$ cat config.mk
export PLATFORM = sky130hd
export DESIGN_NAME = sfc_mult
export DESIGN_NICKNAME = d
export VERILOG_FILES = /design/src/rtl/sfc_mult_pkg.sv /design/src/rtl/sfc_ppgen.sv /design/src/rtl/sfc_comp4.sv /design/src/rtl/sfc_comp5.sv /design/src/rtl/sfc_csa_row.sv /design/src/rtl/sfc_cpa.sv /design/src/rtl/sfc_mult.sv
export SDC_FILE = /design/constraint.sdc
export NUM_CORES = 1
export LEC_CHECK = 0
export ABC_CLOCK_PERIOD_IN_PS = 17500
export BUFFER_PORTS_ARGS = -buffer_cell sky130_fd_sc_hd__buf_2
export CAP_MARGIN = 20
export CORE_MARGIN = 2
export CORE_UTILIZATION = 35
export DETAILED_ROUTE_END_ITERATION = 8
export SLEW_MARGIN = 20
export SYNTH_ARGS = -nofsm -noshare
export SYNTH_HDL_FRONTEND = slang
export SYNTH_SLANG_ARGS = --single-unit
$ cat constraint.sdc
create_clock -name vclk -period 17.5
set_clock_uncertainty 0.1 [all_clocks]
set_input_delay 0.875 -clock vclk [all_inputs]
set_output_delay 0.875 -clock vclk [all_outputs]
set_load 0.02 [all_outputs]
$ cat src/rtl/sfc_mult_pkg.sv
package sfc_mult_pkg;

    // Outputs of a constant-absorbing compressor: sum weight 1, carries weight 2.
    typedef struct packed {
        logic carry2;
        logic carry1;
        logic sum;
    } sfc_out_t;

    // Compensation in units of 2^(n-1): rounded mean of the dropped columns.
    function automatic int comp_units(input int n);
        return (((n - 2) << (n - 1)) + 1 + (1 << n)) >> (n + 1);
    endfunction

endpackage

$ cat src/rtl/sfc_ppgen.sv
module sfc_ppgen #(
    parameter int N = 8
) (
    input  logic [N-1:0]                a_in,
    input  logic [N-1:0]                b_in,
    output logic [N-1:0][2*N-1:0]       pp
);
    localparam int W = 2 * N;

    // Row j holds a * b[j] shifted by j; columns below N-1 are not built.
    for (genvar j = 0; j < N; j++) begin : g_row
        for (genvar col = 0; col < W; col++) begin : g_col
            localparam int I = col - j;
            if (I >= 0 && I < N && col >= N - 1) begin : g_bit
                if ((I == N - 1) != (j == N - 1)) begin : g_inv
                    assign pp[j][col] = ~(a_in[I] & b_in[j]);
                end else begin : g_pos
                    assign pp[j][col] = a_in[I] & b_in[j];
                end
            end else begin : g_zero
                assign pp[j][col] = 1'b0;
            end
        end
    end
endmodule

$ cat src/rtl/sfc_comp4.sv
module sfc_comp4
    import sfc_mult_pkg::*;
(
    input  logic     x0,
    input  logic     x1,
    input  logic     x2,
    output sfc_out_t y
);
    logic [2:0] lhs, rhs;

    always_comb begin
        // total = n + 1, n in 0..3: parity inverted, floor(total/2) = (n>=1)+(n>=3)
        y.sum    = ~(x0 ^ x1 ^ x2);
        y.carry1 = x0 | x1 | x2;
        y.carry2 = x0 & x1 & x2;
        lhs = {2'b00, y.sum} + {1'b0, y.carry1, 1'b0} + {1'b0, y.carry2, 1'b0};
        rhs = {2'b00, x0} + {2'b00, x1} + {2'b00, x2} + 3'd1;
        a_r3_comp4_count: assert (lhs == rhs)
            else $error("R3 compressor count %0d expected %0d", lhs, rhs);
    end
endmodule

$ cat src/rtl/sfc_comp5.sv
module sfc_comp5
    import sfc_mult_pkg::*;
(
    input  logic     x0,
    input  logic     x1,
    input  logic     x2,
    input  logic     x3,
    output sfc_out_t y
);
    logic [2:0] lhs, rhs;

    always_comb begin
        // total = n + 1, n in 0..4
        y.sum    = ~(x0 ^ x1 ^ x2 ^ x3);
        y.carry1 = x0 | x1 | x2 | x3;
        y.carry2 = (x0 & x1 & (x2 | x3)) | (x2 & x3 & (x0 | x1));
        lhs = {2'b00, y.sum} + {1'b0, y.carry1, 1'b0} + {1'b0, y.carry2, 1'b0};
        rhs = {2'b00, x0} + {2'b00, x1} + {2'b00, x2} + {2'b00, x3} + 3'd1;
        a_r4_comp5_count: assert (lhs == rhs)
            else $error("R4 compressor count %0d expected %0d", lhs, rhs);
    end
endmodule

$ cat src/rtl/sfc_csa_row.sv
module sfc_csa_row #(
    parameter int W = 16
) (
    input  logic [W-1:0] x_in,
    input  logic [W-1:0] y_in,
    input  logic [W-1:0] z_in,
    output logic [W-1:0] s_out,
    output logic [W-1:0] c_out
);
    logic [W-1:0] maj;

    always_comb begin
        s_out = x_in ^ y_in ^ z_in;
        maj   = (x_in & y_in) | (x_in & z_in) | (y_in & z_in);
        c_out = {maj[W-2:0], 1'b0};
        a_r5_csa_conserve: assert (s_out + c_out == x_in + y_in + z_in)
            else $error("R5 carry-save row lost weight");
    end
endmodule

$ cat src/rtl/sfc_cpa.sv
module sfc_cpa #(
    parameter int W = 16
) (
    input  logic [W-1:0] x_in,
    input  logic [W-1:0] y_in,
    output logic [W-1:0] sum_out
);
    logic cy;

    always_comb begin
        cy = 1'b0;
        for (int i = 0; i < W; i++) begin
            sum_out[i] = x_in[i] ^ y_in[i] ^ cy;
            cy         = (x_in[i] & y_in[i]) | (cy & (x_in[i] ^ y_in[i]));
        end
        a_r5_cpa_total: assert (sum_out == x_in + y_in)
            else $error("R5 final adder mismatch");
    end
endmodule

$ cat src/rtl/sfc_mult.sv
module sfc_mult
    import sfc_mult_pkg::*;
#(
    parameter int N = 8
) (
    input  logic signed [N-1:0]   op_a,
    input  logic signed [N-1:0]   op_b,
    output logic signed [2*N-1:0] prod
);
    localparam int W    = 2 * N;
    localparam int C    = comp_units(N);      // supported range gives 1 or 2
    localparam int NCMP = (C >= 2) ? 3 : 2;
    localparam int NROW = N + 2 * NCMP + 1;
    localparam int NSTG = NROW - 2;

    logic [N-1:0][W-1:0]    pp;
    logic [N-1:0][W-1:0]    kept;
    logic [NROW-1:0][W-1:0] heap;
    sfc_out_t               o_lo, o_mid, o_extra;

    sfc_ppgen #(.N(N)) u_ppgen (.a_in(op_a), .b_in(op_b), .pp(pp));

    // Column N-1: first compensation one absorbed with four bits.
    sfc_comp5 u_cmp_lo (
        .x0(pp[0][N-1]), .x1(pp[1][N-1]), .x2(pp[2][N-1]), .x3(pp[3][N-1]),
        .y(o_lo)
    );

    // Column N: sign-correction one absorbed with three bits.
    sfc_comp4 u_cmp_mid (
        .x0(pp[1][N]), .x1(pp[2][N]), .x2(pp[3][N]), .y(o_mid)
    );

    // Column N-1: second compensation one, present when C is 2.
    if (C >= 2) begin : g_extra
        sfc_comp4 u_cmp_extra (
            .x0(pp[4][N-1]), .x1(pp[5][N-1]), .x2(pp[6][N-1]), .y(o_extra)
        );
    end else begin : g_no_extra
        assign o_extra = '0;
    end

    always_comb begin
        kept = pp;
        kept[0][N-1] = 1'b0;
        kept[1][N-1] = 1'b0;
        kept[2][N-1] = 1'b0;
        kept[3][N-1] = 1'b0;
        kept[1][N]   = 1'b0;
        kept[2][N]   = 1'b0;
        kept[3][N]   = 1'b0;
        if (C >= 2) begin
            kept[4][N-1] = 1'b0;
            kept[5][N-1] = 1'b0;
            kept[6][N-1] = 1'b0;
        end
    end

    always_comb begin
        heap = '0;
        for (int j = 0; j < N; j++) heap[j] = kept[j];
        heap[N][N-1]   = o_lo.sum;
        heap[N][N]     = o_lo.carry1;
        heap[N+1][N]   = o_lo.carry2;
        heap[N+2][N]   = o_mid.sum;
        heap[N+2][N+1] = o_mid.carry1;
        heap[N+3][N+1] = o_mid.carry2;
        if (C >= 2) begin
            heap[N+4][N-1] = o_extra.sum;
            heap[N+4][N]   = o_extra.carry1;
            heap[N+5][N]   = o_extra.carry2;
        end
        heap[NROW-1][W-1] = 1'b1;   // top sign-correction one, no bits beside it
    end

    logic [W-1:0] acc_s [NSTG];
    logic [W-1:0] acc_c [NSTG];

    for (genvar k = 0; k < NSTG; k++) begin : g_csa
        if (k == 0) begin : g_first
            sfc_csa_row #(.W(W)) u_csa (
                .x_in(heap[0]), .y_in(heap[1]), .z_in(heap[2]),
                .s_out(acc_s[0]), .c_out(acc_c[0])
            );
        end else begin : g_next
            sfc_csa_row #(.W(W)) u_csa (
                .x_in(acc_s[k-1]), .y_in(acc_c[k-1]), .z_in(heap[k+2]),
                .s_out(acc_s[k]), .c_out(acc_c[k])
            );
        end
    end

    logic [W-1:0] total;

    sfc_cpa #(.W(W)) u_cpa (
        .x_in(acc_s[NSTG-1]), .y_in(acc_c[NSTG-1]), .sum_out(total)
    );

    assign prod = total;
endmodule

* Word level (Yosys, flattened, before mapping)
Index checks and enable logic that the tools add are counted.
** Operators by class
- Bitwise operators :: 223
** Operators by type and width (count)
- $or 15x15->15 :: 19
- $and 15x15->15 :: 12
- $xor 16x16->16 :: 9
- $and 15x9->15 :: 8
- $and 1x1->1 :: 71
- $xor 16x9->16 :: 4
- $and 15x10->15 :: 4
- $xor 1x1->1 :: 36
- $xor 16x10->16 :: 2
- $and 15x13->15 :: 2
- $and 15x14->15 :: 2
- $or 15x1->15 const B :: 2
- $and 11x12->12 :: 2
- $or 1x1->1 :: 22
- $not 1->1 :: 18
- $xor 12x16->16 :: 1
- $xor 16x13->16 :: 1
- $xor 16x14->16 :: 1
- $xor 16x15->16 :: 1
- $or 15x12->15 :: 1
- $and 12x12->12 :: 1
- $xor 11x12->12 :: 1
- $xor 12x12->12 :: 1
- $and 10x11->11 :: 1
- $xor 10x11->11 :: 1
** Storage, ports and cells
- Input bits :: 16
- Flip-flop bits (word level) :: 0
- Output and inout port bits :: 16

* Logic depth before layout (Yosys ltp)
Gate-level depths: netlist of the first run.
- Word-level depth :: 64
- Mapped depth :: 23
- Mapped depth without buffers :: 23

* Cells and area by module
Synthesis of the first run repeated with hierarchy kept, for this count alone.
** Second synthesis, totals
- Cell total of the unflattened synthesis :: 412
- Area total of the unflattened synthesis :: 5770.5 µm²
** Modules (own cells, without submodules)
- sfc_csa_row :: cells an instance 18, area an instance 335.3 µm², times used 13
- sfc_ppgen :: cells an instance 130, area an instance 889.6 µm², times used 1
- sfc_cpa :: cells an instance 21, area an instance 335.3 µm², times used 1
- sfc_comp4 :: cells an instance 7, area an instance 53.8 µm², times used 2
- sfc_comp5 :: cells an instance 11, area an instance 71.3 µm², times used 1
- sfc_mult :: cells an instance 2, area an instance 7.5 µm², times used 1

* Worst setup path before layout of the first run
No wires, ideal clock.
- Kind :: input -> output
- Start point :: in op_a[6]
- End point :: out prod[15]
- Arrival :: 7.053 ns
- Buffers on the path :: 0
- Required time :: 16.525 ns
- Stages on the path :: 20
- Setup slack :: 9.472 ns
- Cell sequence :: and2_1 -> ha_1 -> fa_1 -> fa_1 -> inv_1 -> fa_1 -> fa_1 -> inv_1 -> ha_1 -> ha_1 -> ha_1 -> ha_1 -> ha_1 -> ha_1 -> fa_1 -> ha_1 -> fa_1 -> fa_1 -> xnor3_1 -> xnor3_1
** On the way
- Longest elaborated chain between the ends :: 37
- Elaborated cells on any way between the ends :: 137
- Classes of those cells :: bitwise (137)
** RTL lines
- start, declared :: RTL line sfc_mult.sv:6 : input logic signed [N-1:0] op_a,
- $and 1x1->1 :: RTL line sfc_ppgen.sv:18 : assign pp[j][col] = a_in[I] & b_in[j];
- $xor 10x11->11 :: RTL line sfc_csa_row.sv:13 : s_out = x_in ^ y_in ^ z_in;
- $xor 11x12->12 :: RTL line sfc_csa_row.sv:13
- $xor 12x12->12 :: RTL line sfc_csa_row.sv:13
- $xor 12x16->16 :: RTL line sfc_csa_row.sv:13
- $xor 16x13->16 :: RTL line sfc_csa_row.sv:13
- $xor 16x16->16 :: RTL line sfc_csa_row.sv:13
- $xor 16x14->16 :: RTL line sfc_csa_row.sv:13
- [... 21 more ...]
- $or 1x1->1 :: RTL line sfc_cpa.sv:14 : cy = (x_in[i] & y_in[i]) | (cy & (x_in[i] ^ y_in[i]));
- $and 1x1->1 :: RTL line sfc_cpa.sv:14
- $or 1x1->1 :: RTL line sfc_cpa.sv:14
- $and 1x1->1 :: RTL line sfc_cpa.sv:14
- $or 1x1->1 :: RTL line sfc_cpa.sv:14
- $and 1x1->1 :: RTL line sfc_cpa.sv:14
- $or 1x1->1 :: RTL line sfc_cpa.sv:14
- $xor 1x1->1 (*) :: RTL line sfc_cpa.sv:13 : sum_out[i] = x_in[i] ^ y_in[i] ^ cy;
- end, declared :: RTL line sfc_mult.sv:8 : output logic signed [2*N-1:0] prod
Every way passes the cells marked *; elsewhere a longest branch is shown, timed or not.

* Worst setup path in the final report of the first run
Same ends and word-level chain as after synthesis.

==> results of run 1 <==
[cells in the final DEF, fill, tap and decap left out, drive strengths merged, types with 4 or more instances in the layout]
cell    n
xnor3   4
buf    25
conb    7
ha     52
xor2    4
inv    34
nand2  24
xnor2   6
fa     20
and2   17
[path summary, 6_finish.rpt]
path / start / endpoint / cells past startpoint
max: op_a[6] / prod[15] / 22
min: op_a[0] / prod[7] / 5
[through the flow]
step                cell area [um^2]  hold WS, ps  cells
finish                          1800         2200    250
global route                    1800         2250    250
CTS                             1800         2210    250
detailed placement              1800         2200    250
global placement                1800         2190    250
floorplan                       1660         1950    180
[per-layer routing]
layer / up-vias / track usage [%] / share of wire [%]
li1: 584 / - / -
met2: 19 / 17.5 / 50
met1: 564 / 13.9 / 47
met4: 0 / 1.03 / 0.58
met3: 2 / 0.139 / 2.7
met5: - / 0 / 0
[layout make-up]
class	count	area [um^2]	area share (%)
repair buffers	25	125	6.95
multi-input cells	139	1480	82.3
well taps	52	65.1	3.61
inverters	34	128	7.09
[kinds of logic (layout without fill, tap and decap cells)]
| group | count (synthesis) | after routing | share of synthesized area, % |
|---|---|---|---|
| other | 1 | 7 | 0.229 |
| XOR/XNOR | 14 | 14 | 10.8 |
| AND/OR/NAND/NOR | 44 | 44 | 13.0 |
| adder cells (fa/ha/maj) | 72 | 72 | 64.1 |
| AO/OA/AOI/OAI | 2 | 2 | 0.839 |
| buffers and inverters | 41 | 59 | 11.0 |
==> metrics.txt, run 1 <==
first-pass GRT wire length 4.34 mm; drt wl/cell 9.70 um; leading area contributor after synthesis ha_1; share of the synthesized area in the top cell type 39.7%; grt ovf 0; RSZ-0062 raised after global routing no; slowest CP cell fa_1; Vias 1169; Req. time, crit path 16520 ps; synth cell count leaders ha_1, inv_1, nand2_1, fa_1, and2_1; Routed Wire Length 2.43 mm; vias in the first global route 1126; Post-DRT Antenna Nets 0; final slew viol count 0; dpl hpwl 2.30 mm; Starting DRT DRC Count 33; fmax 119 MHz; DRC 0; starting density of the core 36.9%; final setup margin 9090 ps; Top Family by Delay on Critical Path adder cells; synth warn 0; setup violators final 0; IO Port Bufs 25; Placer Congestion 0.777; Core Box Area 4440 um^2; Die Wd 72.5 um; FF/Latch Area 0 um^2; Buf/Inv on CP 4; crit path time final 8410 ps; Setup Buffers After CTS 0; Hold Crit Class in2out; largest net degree at the start of global routing 10; layout cells sized above 1 12.6%; Syn Area/Cell 9.43 um^2; Tcrit/Tclk final 48.0%; Final Hold Fails 0; top-count cell post-synth ha_1; crit-path max FO 7; final-stage net count 288; post-synthesis cell type count 15; CTS Hold Bufs 0; gate count of the mapped netlist 174; Seq cells 0; DRT Pass-1 Iters 4; crit-path most repeated cell ha_1; slowest stage delay, CP 600 ps; worst path arrival time 7430 ps; Post-Synthesis Cell Area 1640 um^2; crit path launch type input port; Clock Buffer Count 0; Crit. End Element output pin; initial antenna violation count 0; critical path type in2out; die height 72.5 um; die area 5250 um^2; Final Core Density 40.5%; run status finished, final reports clean; fill cell count 463; GRT Resource Usage Total 9.84%; # diodes 0; IO Pins 32; setup TNS 0 ps; layout overhead on the synthesized area 9.76%; max-cap viol count 0; CP cell instances buf_2 > and2_1 > ha_1 > fa_1 > fa_1 > inv_1 > fa_1 > fa_1 > inv_1 > ha_1 > ha_1 > ha_1 > ha_1 > ha_1 > ha_1 > fa_1 > ha_1 > fa_1 > fa_1 > xnor3_1 > xnor3_1 > buf_2; post-synthesis sequential area ratio 0%; Vias/cell 4.68; post_cts resized 0; Placement Rows 24; DP Worst Slack 9080 ps; top post-synthesis cells by area ha_1, fa_1, inv_1, and2_1, nand2_1
Power of run 1 is left out: the tool's default activity adds up to more than one toggle a clock period on the data nets, which glitch-free logic cannot reach.
==> inputs of run 2 (changes only) <==
Settings changed: ABC_CLOCK_PERIOD_IN_PS 17500 to 6820.
Clock period 17.5 ns to 6.82 ns, I/O delays scaled along.
==> metrics.txt, run 2 (synthesis results as in run 1) <==
run status finished, final reports clean; most frequent cells in the layout ha_1, inv_1, nand2_1, buf_2, and2_1; slowest CP cell fa_2; largest net degree at the start of global routing 9 (-1); Req. time, crit path 6380 ps (-10140 ps); critical path type in2out; slowest stage delay, CP 550 ps (-50 ps); vias in the first global route 1200 (+6.6%); fill cell count 454 (-1.9%); crit path launch type input port; DP Worst Slack -431 ps (-9510 ps); setup violators final 0 (unchanged); Post-Layout Inst Area 2060 um^2 (+15%); fmax 149 MHz; Seq cells 0 (unchanged); Routed Wire Length 2.81 mm (+16%); grt ovf 0 (unchanged); IO Pins 32 (unchanged); initial antenna violation count 0 (unchanged); final-stage net count 295 (+2.4%); crit-path most repeated cell ha_4; Final Hold Fails 0 (unchanged); Placement Rows 24 (unchanged); Die Wd 72.5 um (unchanged); Clock Buffer Count 0 (unchanged); RSZ-0062 raised after global routing yes; crit path time final 6720 ps; Starting DRT DRC Count 26 (-21%); Final Core Density 46.4% (+5.9 points); CTS Hold Bufs 0 (unchanged); commonest non-fill, non-tap cell in the layout ha_1; Vias 1195 (+2.2%); final setup margin 95.4 ps (-9000 ps); starting density of the core 36.9% (unchanged); Placer Congestion 0.822 (+5.7%); Core Box Area 4440 um^2 (unchanged); worst path arrival time 6280 ps (-1150 ps); DRT Pass-1 Iters 4 (unchanged); DRC 0 (unchanged); layout cells sized above 1 28.3% (+16 points); GRT Resource Usage Total 11.1% (+1.2 points); # diodes 0 (unchanged); Area after DPL 1860 um^2 (+3.4%); Crit. End Element output pin; Hold Crit Class in2out; die area 5250 um^2 (unchanged); Post-DRT Antenna Nets 0 (unchanged); drt wl/cell 10.9 um (+13%); Tcrit/Tclk final 98.6%; layout overhead on the synthesized area 25.7%; max-cap viol count 0 (unchanged); first-pass GRT wire length 4.77 mm (+10%); IO Port Bufs 25 (unchanged); crit-path max FO 2 (-5); dpl hpwl 2.50 mm (+8.8%); setup TNS 0 ps (unchanged); Vias/cell 4.65 (-0.56%); final slew viol count 0 (unchanged); FF/Latch Area 0 um^2 (unchanged); die height 72.5 um (unchanged)
-- run 2: through the flow --
stage	instances	hold slack, ps
floorplan	180	881
global placement	257	1110
detailed placement	257	1120
CTS	257	1130
global route	257	1170
finish	257	1130
-- run 2: final cells by class --
| cell class | count | area [um^2] | share of cell area, % |
|---|---|---|---|
| Inverter | 34 | 128 | 6.19 |
| Multi-Input combinational cell | 139 | 1670 | 80.9 |
| Tap cell | 52 | 65.1 | 3.16 |
| Timing Repair Buffer | 32 | 200 | 9.71 |
-- run 2: worst max-delay path, delay by kind of cell --
kind                     cells  cell delay (ps)
adder cells (fa/ha/maj)     16             4940
buffers and inverters        6              380
AND/OR/NAND/NOR              1              150
XOR/XNOR                     2              460
-- run 2: path summary, 6_finish.rpt --
check | startpoint | depth (start not counted) | end | slack, ps
max | op_b[3] | 25 | prod[15] | 100
min | op_a[0] | 5 | prod[7] | 1130
-- run 2: metal layers --
| layer | global-route usage, % | wire (um) |
|---|---|---|
| met1 | 14.3 | 1200 |
| met2 | 21.9 | 1540 |
| met3 | 0 | 66 |
| met4 | 0 | 0 |
| met5 | 0 | 0 |
-- run 2: repair_timing --
action / CTS / global route
setup buffers: 0 / 0
hold endpoints to repair: 0 / 0
pin swaps: 19 / 27
resized for setup: 21 / 10
setup endpoints to repair: 2 / 2
Power of run 2 is left out for the same reason.
==> inputs of run 3 (changes only) <==
Settings changed: CAP_MARGIN 20 to 25, GPL_TIMING_DRIVEN set to 0.
==> metrics.txt, run 3 (synthesis results as in run 1) <==
run status finished, final reports clean; GR Layer Usage met2 19.9% (-2.0 points); Core Box Area 4440 um^2 (unchanged); fmax 150 MHz (+1.0%); Hold Crit Class in2out; final slew viol count 0 (unchanged); slowest stage delay, CP 540 ps (about the same); Post-Layout Inst Area 2130 um^2 (+3.2%); fill cell count 427 (-5.9%); layout overhead on the synthesized area 29.7%; Final Core Density 47.9% (+1.5 points); multi-input logic area 1710 um^2 (+2.2%); setup violators final 0 (unchanged); gr busiest metal met2; DRC 0 (unchanged); worst path arrival time 6210 ps (-70 ps); crit path launch type input port; largest net degree at the start of global routing 10 (+1); critical path type in2out; FF/Latch Area 0 um^2 (unchanged); dpl hpwl 2.39 mm (-4.5%); DRT Pass-1 Iters 4 (unchanged); Vias 1175 (-1.7%); crit-path max FO 2 (unchanged); final-stage net count 298 (+1.0%); IO Port Bufs 25 (unchanged); first-pass GRT wire length 4.73 mm (-0.86%); Req. time, crit path 6380 ps (about the same); Buf/Inv on CP 6 (unchanged); IO Pins 32 (unchanged); slowest CP cell fa_2; Die Wd 72.5 um (unchanged); Crit. End Element output pin; die area 5250 um^2 (unchanged); vias in the first global route 1159 (-3.4%); commonest non-fill, non-tap cell in the layout ha_1; met3 usage 0.139% (+0.14 points); drt wl/cell 10.5 um (-4.4%); min-delay src op_a[0]; RSZ-0062 raised after global routing yes; crit-path most repeated cell ha_4; placed instance count 257 (unchanged); die height 72.5 um (unchanged); Vias/cell 4.52 (-2.8%); layout cells sized above 1 29.8% (+1.5 points); Final Hold Fails 0 (unchanged); crit path time final 6660 ps (-69.1 ps); initial antenna violation count 0 (unchanged); Placement Rows 24 (unchanged); grt ovf 0 (unchanged); Routed Wire Length 2.72 mm (-3.3%); Seq cells 0 (unchanged); non-filler instance count after layout 260 (+1.2%); most frequent cells in the layout ha_1, inv_1, nand2_1, buf_2; Placer Congestion 0.797 (-3.0%); Starting DRT DRC Count 41 (+58%); met1 Use GR 15.2% (+0.87 points); CTS Hold Bufs 0 (unchanged); Area after DPL 1860 um^2 (unchanged); Tcrit/Tclk final 97.6% (-1.0 points); Clock Buffer Count 0 (unchanged); Hold Path Depth 5 (unchanged); Worst Hold Endpoint prod[7]; Top Family by Delay on Critical Path adder cells; starting density of the core 36.9% (unchanged); Post-DRT Antenna Nets 0 (unchanged); # diodes 0 (unchanged); GRT Resource Usage Total 10.8% (-0.26 points); max-cap viol count 0 (unchanged); setup TNS 0 ps (unchanged)
==> run 3: layer usage <==
metal  routed length (um)  up-vias
met5                    0        -
met4                    0        0
met3                   49        0
met2                 1430       14
met1                 1240      559
li1                     -      602
==> run 3: cell type report <==
type               instances  area share, %
plain buffers              7           2.47
multi-input cells        139           80.2
inverters                 34           6.00
well taps                 52           3.06
repair buffers            28           8.29
==> run 3: timing repair <==
item | 4_1_cts | 5_1_grt
setup buffers | 3 | 0
pin swaps | 23 | 17
gates cloned | 0 | 0
gates resized for setup | 26 | 10
endpoints found under the setup margin | 2 | 2
==> run 3: per-stage QoR <==
step	setup slack, ps	hold WS (ps)
floorplan	3.89	881
global placement	-450	1110
detailed placement	-448	1110
CTS	-142	1120
global route	-13.5	1150
finish	164	1110
==> run 3: how the worst max path moves through the flow <==
stage | from | endpoint | slack (ps) | depth (start not counted)
2_1_floorplan | op_a[6] | prod[15] | 4 | 23
3_3_place_gp | op_a[6] | prod[15] | -450 | 25
3_5_place_dp | op_a[6] | prod[15] | -450 | 25
4_1_cts | op_b[3] | prod[15] | -140 | 25
5_1_grt | op_b[3] | prod[15] | -10 | 25
6_report | op_b[3] | prod[15] | 160 | 25
Power of run 3 is left out for the same reason.
